==> config.mk <==
export PLATFORM = sky130hd
export DESIGN_NAME = mag_cmp_chain
export DESIGN_NICKNAME = d
export VERILOG_FILES = /design/src/rtl/cmp_pkg.sv /design/src/rtl/cmp_bit_cell.sv /design/src/rtl/cmp_ripple_chain.sv /design/src/rtl/mag_cmp_chain.sv
export SDC_FILE = /design/constraint.sdc
export NUM_CORES = 1
export LEC_CHECK = 0
export CAP_MARGIN = 10
export CORE_AREA = 2 2 39 41
export DETAILED_ROUTE_END_ITERATION = 8
export DIE_AREA = 0 0 41 43
export GPL_TIMING_DRIVEN = 0
export PLACE_DENSITY = 0.5
export SYNTH_ARGS = -nofsm -noshare
export SYNTH_HDL_FRONTEND = slang
export SYNTH_SLANG_ARGS = --single-unit
export TNS_END_PERCENT = 10
==> constraint.sdc <==
create_clock -name vclk -period 1.9
set_clock_uncertainty 0.05 [all_clocks]
set_input_delay 0.285 -clock vclk [all_inputs]
set_output_delay 0.285 -clock vclk [all_outputs]
set_load 0.01 [all_outputs]
==> src/rtl/cmp_pkg.sv <==
package cmp_pkg;

   // Implementation choice for each one-bit cell
   typedef enum logic {
      CELL_SOP = 1'b0,   // sum-of-products gates
      CELL_MUX = 1'b1    // select between own verdict and incoming flags
   } cell_form_e;

   // Flags passed from one significance position to the next
   typedef struct packed {
      logic gt;
      logic lt;
   } casc_t;

endpackage

==> src/rtl/cmp_bit_cell.sv <==
module cmp_bit_cell
   import cmp_pkg::*;
#(
   parameter cell_form_e FORM = CELL_SOP
) (
   input  logic  x_bit,
   input  logic  y_bit,
   input  casc_t from_low,
   output casc_t to_high,
   output logic  eq_out
);

   logic bits_match;
   assign bits_match = ~(x_bit ^ y_bit);

   generate
      if (FORM == CELL_SOP) begin : g_sop
         assign to_high.gt = (x_bit & ~y_bit) | (x_bit & from_low.gt) | (~y_bit & from_low.gt);
         assign to_high.lt = (~x_bit & y_bit) | (~x_bit & from_low.lt) | (y_bit & from_low.lt);
      end else begin : g_mux
         always_comb begin
            if (bits_match) begin
               to_high = from_low;
            end else begin
               to_high.gt = x_bit;
               to_high.lt = y_bit;
            end
         end
      end
   endgenerate

   assign eq_out = bits_match & ~from_low.gt & ~from_low.lt;

   // Cell-level checks on the flags this position produces
   always_comb begin
      if (x_bit && !y_bit)
         a_r1_bit_win_gt : assert (to_high.gt && !to_high.lt);
      if (!x_bit && y_bit)
         a_r2_bit_win_lt : assert (to_high.lt && !to_high.gt);
      if (eq_out)
         a_r3_eq_excl : assert (!to_high.gt && !to_high.lt);
   end

endmodule

==> src/rtl/cmp_ripple_chain.sv <==
module cmp_ripple_chain
   import cmp_pkg::*;
#(
   parameter int         WIDTH = 4,
   parameter cell_form_e FORM  = CELL_SOP
) (
   input  logic [WIDTH-1:0] vec_x,
   input  logic [WIDTH-1:0] vec_y,
   input  casc_t            seed,
   output casc_t            top_flags,
   output logic             top_eq
);

   localparam int LINKS = WIDTH + 1;

   casc_t            link [LINKS];
   logic [WIDTH-1:0] eq_vec;

   assign link[0] = seed;

   generate
      for (genvar i = 0; i < WIDTH; i++) begin : g_cell
         cmp_bit_cell #(.FORM(FORM)) u_cell (
            .x_bit   (vec_x[i]),
            .y_bit   (vec_y[i]),
            .from_low(link[i]),
            .to_high (link[i+1]),
            .eq_out  (eq_vec[i])
         );
      end
   endgenerate

   assign top_flags = link[WIDTH];
   assign top_eq    = eq_vec[WIDTH-1];

endmodule

==> src/rtl/mag_cmp_chain.sv <==
module mag_cmp_chain
   import cmp_pkg::*;
#(
   parameter int         WIDTH     = 4,
   parameter cell_form_e CELL_FORM = CELL_SOP
) (
   input  logic [WIDTH-1:0] opnd_x,
   input  logic [WIDTH-1:0] opnd_y,
   input  logic             casc_gt_in,
   input  logic             casc_lt_in,
   output logic             cmp_gt,
   output logic             cmp_eq,
   output logic             cmp_lt
);

   localparam int MSB = WIDTH - 1;

   generate
      if (WIDTH < 1) begin : g_bad_width
         $error("mag_cmp_chain: WIDTH must be at least 1");
      end
   endgenerate

   casc_t seed_in;
   casc_t msb_out;
   logic  msb_eq;

   assign seed_in.gt = casc_gt_in;
   assign seed_in.lt = casc_lt_in;

   cmp_ripple_chain #(.WIDTH(WIDTH), .FORM(CELL_FORM)) u_chain (
      .vec_x    (opnd_x),
      .vec_y    (opnd_y),
      .seed     (seed_in),
      .top_flags(msb_out),
      .top_eq   (msb_eq)
   );

   assign cmp_gt = msb_out.gt;
   assign cmp_lt = msb_out.lt;
   assign cmp_eq = msb_eq;

   // Block-level checks relating operands, cascade inputs and outputs
   always_comb begin
      if (!(casc_gt_in && casc_lt_in)) begin
         a_r5_one_verdict : assert ($onehot({cmp_gt, cmp_eq, cmp_lt}));
         a_r8_no_gt_and_lt : assert (!(cmp_gt && cmp_lt));
      end
      if (opnd_x[MSB] && !opnd_y[MSB])
         a_r4_msb_decides_gt : assert (cmp_gt);
      if (!opnd_x[MSB] && opnd_y[MSB])
         a_r4_msb_decides_lt : assert (cmp_lt);
      if ((opnd_x == opnd_y) && casc_gt_in && !casc_lt_in)
         a_r6_pass_gt : assert (cmp_gt && !cmp_eq);
      if ((opnd_x == opnd_y) && casc_lt_in && !casc_gt_in)
         a_r6_pass_lt : assert (cmp_lt && !cmp_eq);
   end

endmodule

# After elaboration in Yosys (flattened, before gate mapping)
# Index checks and enable logic that the tools add are counted.
# Widths: inputs -> output; s select.
# totals
ff_bits	0
input_bits	10
elab_cells	54
# classes
bitwise	54
# op_table
cell	n
$and 1x1->1	26
$or 1x1->1	16
$not 1->1	11
$xor 1x1->1	1

# Depth between registers and ports, before layout
# depth
ltp_word	13
depth_mapped	4

# Cells and area by module
# Synthesis repeated with hierarchy kept, for this count alone.
# unflattened
cells_unflattened	36
area_unflattened_um2	270.3
# by_module_without_submodules
mod	instances	cells_each	area_each_um2	seq_area_each_um2
cmp_bit_cell	4	9	67.6	0.0

# Worst setup path after synthesis
# Ideal clock, no wire load.
# synth_timing
kind	input to output
startpoint	in opnd_x[3]
endpoint	out cmp_eq
arrival_ns	0.966
required_time_ns	1.565
setup_slack_ns	0.599
cell_stages	4
n_path_buf	0
cell_sequence	inv_1 -> ha_1 -> o21ai_0 -> and4bb_1
# synth_via
elab_chain_len	4
# synth_rtl
item	line	text
from (decl)	mag_cmp_chain.sv:7	input logic [WIDTH-1:0] opnd_x,
$xor 1x1->1	cmp_bit_cell.sv:14	assign bits_match = ~(x_bit ^ y_bit);
$not 1->1	cmp_bit_cell.sv:14	
$and 1x1->1 (2 in a row)	cmp_bit_cell.sv:32	assign eq_out = bits_match & ~from_low.gt & ~from_low.lt;
to (decl)	mag_cmp_chain.sv:12	output logic cmp_eq,
# No other way between the ends.

# Final worst setup path
# layout_timing
startpoint	in opnd_x[0]
endpoint	out cmp_eq
# layout_via
elab_chain_len	12
word_cells_on_any_way	29
cone_classes	bitwise (29)
# layout_rtl
item	line
$and 1x1->1 or $not 1->1 (tied branches)	cmp_bit_cell.sv:18, cmp_bit_cell.sv:19
$or 1x1->1 or $and 1x1->1 (tied branches)	cmp_bit_cell.sv:18, cmp_bit_cell.sv:19
$or 1x1->1 (on tied branches)	cmp_bit_cell.sv:18, cmp_bit_cell.sv:19
$and 1x1->1 or $or 1x1->1 (tied branches)	cmp_bit_cell.sv:18, cmp_bit_cell.sv:19
$or 1x1->1 or $and 1x1->1 (tied branches)	cmp_bit_cell.sv:18, cmp_bit_cell.sv:19
$or 1x1->1 (on tied branches)	cmp_bit_cell.sv:18, cmp_bit_cell.sv:19
$and 1x1->1 or $or 1x1->1 (tied branches)	cmp_bit_cell.sv:18, cmp_bit_cell.sv:19
$or 1x1->1 or $and 1x1->1 (tied branches)	cmp_bit_cell.sv:18, cmp_bit_cell.sv:19
$or 1x1->1 (on tied branches)	cmp_bit_cell.sv:18, cmp_bit_cell.sv:19
$not 1->1 or $or 1x1->1 (tied branches)	cmp_bit_cell.sv:32, cmp_bit_cell.sv:19
$and 1x1->1 or $not 1->1 (tied branches)	cmp_bit_cell.sv:32
$and 1x1->1 (*)	cmp_bit_cell.sv:32
# Every way passes the cells marked *; elsewhere a longest branch is shown, timed or not.

==> metrics list <==
* Outcome: finished, final reports clean
- Data required time at the worst endpoint: between 1500 and 2000 ps
* Post-route non-filler standard cell count: 53
- The worst setup path is captured at an output pin.
* Distinct cell type count of the synthesized netlist: 15
* Count of mapped cells out of synthesis: 24
- The smallest clock period supported by the final layout is computed as approximately 1800 ps.
* Class of the most critical hold timing path: input pin to output pin
- Drt via density: 3.98
- First-pass GRT wire length: 607 um
* Average wire per cell in the routed design: 8.55 um
* Number of post-CTS setup repair buffers: 0
- Commonest non-fill, non-tap cell in the layout: clkdlybuf4s50_1
- Number of placement rows: 14
- Net load switching power: 0.0271 mW
- Total power density per cell area: around 200 nW/um^2
- The detail route stage leaves a number of antenna-violating nets equal to 0.
- Hpwl dp: approximately 400 um
* Final Core Density: between 20 and 25%
- Dividing the synthesized area by the synthesized cell count gives roughly 7 um^2.
- Data arrives at the worst endpoint at 1470 ps.
- The detailed router used layers up to and including met3.
- Die outline area: 1760 um^2
- In this run the cell area measured after placement is between 300 and 400 um^2.
- In the global route stage, overall resource usage came out at 4.60%.
- For this configuration, the core starts out at a cell density of between 10% and 20%.
* Smallest setup slack after layout: slightly below 100 ps
- Yosys Warn Count: 0
- Once layout is done, the placed cells without fillers occupy approximately 310 um^2.
* Hold violation total from the final report: 0
- Hold-critical path depth: 4
- Max-cap violations in this run came to 0.
- Placed cells: 53
* First-pass DRT Iterations: 4
* Worst Tran Pin Value: between 200 and 250 ps
- The repair_antennas step left the layout with diodes totalling 0.
- Core area: between 1000 and 1500 um^2
* Internal power component: roughly 0.035 mW
* Starting DRC count in detailed routing: 4
- Sequential cells were found to cover 0% of the synthesized design area.
- In this run the worst path has a maximum fanout of 3.
- Detailed routing placed a total of approximately 47 um of wire on met3.
- From left edge to right edge, the die measures a little over 40 um.
- At the end of routability-driven placement, the weighted congestion stood at roughly 0.70.
- IR analysis of the VDD net gives a maximum drop of a little over 0.00005 V.
- Number of antenna violations at the first check in global routing: 0
- Clock buffers in the final layout number 0.
- Switching fraction of total power: a little over two fifths
* Total negative slack: 0 ps
- Measured against its own limit, the worst slew margin works out to between 80 and 90%.
* Hold EP: cmp_lt
- Timing analysis after detailed placement gives a worst setup slack of -431 ps.
* Number of nets in the synthesized netlist: 36
- In this run the cell area of the synthesized design comes to approximately 170 um^2.
* Hold Crit Start: opnd_y[1]
- The detailed router placed ~210 vias in this run.
- The layout has 160 filler cells.
* Number of nets at the end of the flow: slightly above 50
* Pin count of the biggest net entering global routing: 7
* Startpoint type of the worst setup path: input pin
- Peak clock frequency supported by timing: roughly 0.55 GHz
- Total power draw: between 0.06 and 0.07 mW
* Proportion of power drawn by the clock network: 0%
- Combinational logic burns between 90% and 100% of the power.
* Remaining routing DRC violations: 0
* Critical path start-end classification: input pin to output pin
- The post-route netlist has a little under a fifth of its cells at a drive strength greater than 1.
* Area growth from synthesis to layout: 83.2%
* Hold slack: around 1100 ps
- Leak Pwr: between 0.15 and 0.2 nW
- Setup repair after global routing missed its margin: false
* Count of buffers inserted at the top-level ports: 13
- Sequential share of power: 0%
- Met2 Routed Length: ~210 um
- In the final layout, flip-flops and latches occupy 0 um^2.
* Endpoints failing setup: 0
- There are 0 flip-flops and latches.
- Of the available clock period, the critical path in the final layout requires 94.9%.
- Pins over their slew limit: 0
- The detailed router put a total of 201 um of wire on met1.
* Top library cells by usage in the layout, fill and taps aside: clkdlybuf4s50_1 (5), inv_1 (4), dlygate4sd2_1 (4)
- Count of hold-fix buffers inserted at cts: 0
* Number of global-route vias before repair: approximately 160
* Overflow left after global routing: 0
- Wire length after detailed routing: between 400 and 500 um
- Pin placement for this block handled 13 I/O pins.
- The floorplan step set the die height to 43 um.
[critical path: stages]
cell             delay [ps]
clkdlybuf4s50_1         490
o21ba_1                 160
a211oi_2                190
and4bb_1                220
buf_2                   120
[synth_stat cells, drive strengths merged]
master   number  area [um^2]
o311ai        1         8.76
and4bb        1         12.5
o21ai         3         15.0
a21oi         1         5.00
nor2          2         7.51
inv           5         18.8
o2bb2ai       1         8.76
a2bb2oi       1         8.76
a211oi        2         20.0
ha            2         25.0
o21ba         1         10.0
a221o         1         10.0
nor2b         2         17.5
nand2         1         3.75
[kinds of logic (layout without fill, tap and decap cells)]
group,count (synthesis),after routing,synth area share (%)
adders and majority gates,2,2,14.6
and+or+nand+nor,6,6,24.1
buffers and inverters,5,18,11.0
AOI/OAI and AO/OA,11,11,50.4
[timing repair]
| action | in CTS | in global routing |
|---|---|---|
| endpoints found under the setup margin | 3 | 2 |
| pin swaps | 0 | 0 |
| resized for setup | 17 | 3 |
| cloned | 0 | 0 |
[power groups by stage]
stage / clock network (mW) / logic [mW] / registers (mW)
after floorplan: 0 / 0.0287 / 0
after global placement: 0 / 0.0687 / 0
after detailed placement: 0 / 0.0695 / 0
after CTS: 0 / 0.0675 / 0
after global routing: 0 / 0.0681 / 0
final: 0 / 0.0625 / 0
[routing by layer]
layer	GRT usage (%)	vias up
met5	0	-
met4	0	0
met3	0.524	0
met2	7.81	9
met1	6.33	87
li1	-	115
[final cells by class]
type | instances | area, um^2 | share of cell area, %
multi-input cells | 19 | 163 | 51.8
well taps | 16 | 20.0 | 6.37
repair buffers | 13 | 113 | 35.9
inverters | 5 | 18.8 | 5.98
[worst max-delay path by stage]
stage / end / slack [ps] / startpoint / depth (start not counted)
after detailed placement: cmp_eq / -430 / opnd_x[3] / 6
after global routing: cmp_eq / 40 / casc_lt_in / 5
after CTS: cmp_gt / 1 / opnd_y[2] / 5
final: cmp_eq / 100 / opnd_x[0] / 5
after global placement: cmp_eq / -430 / opnd_x[3] / 6
after floorplan: cmp_eq / 600 / opnd_x[3] / 4
No activity file was read; power rests on OpenSTA's default activity.
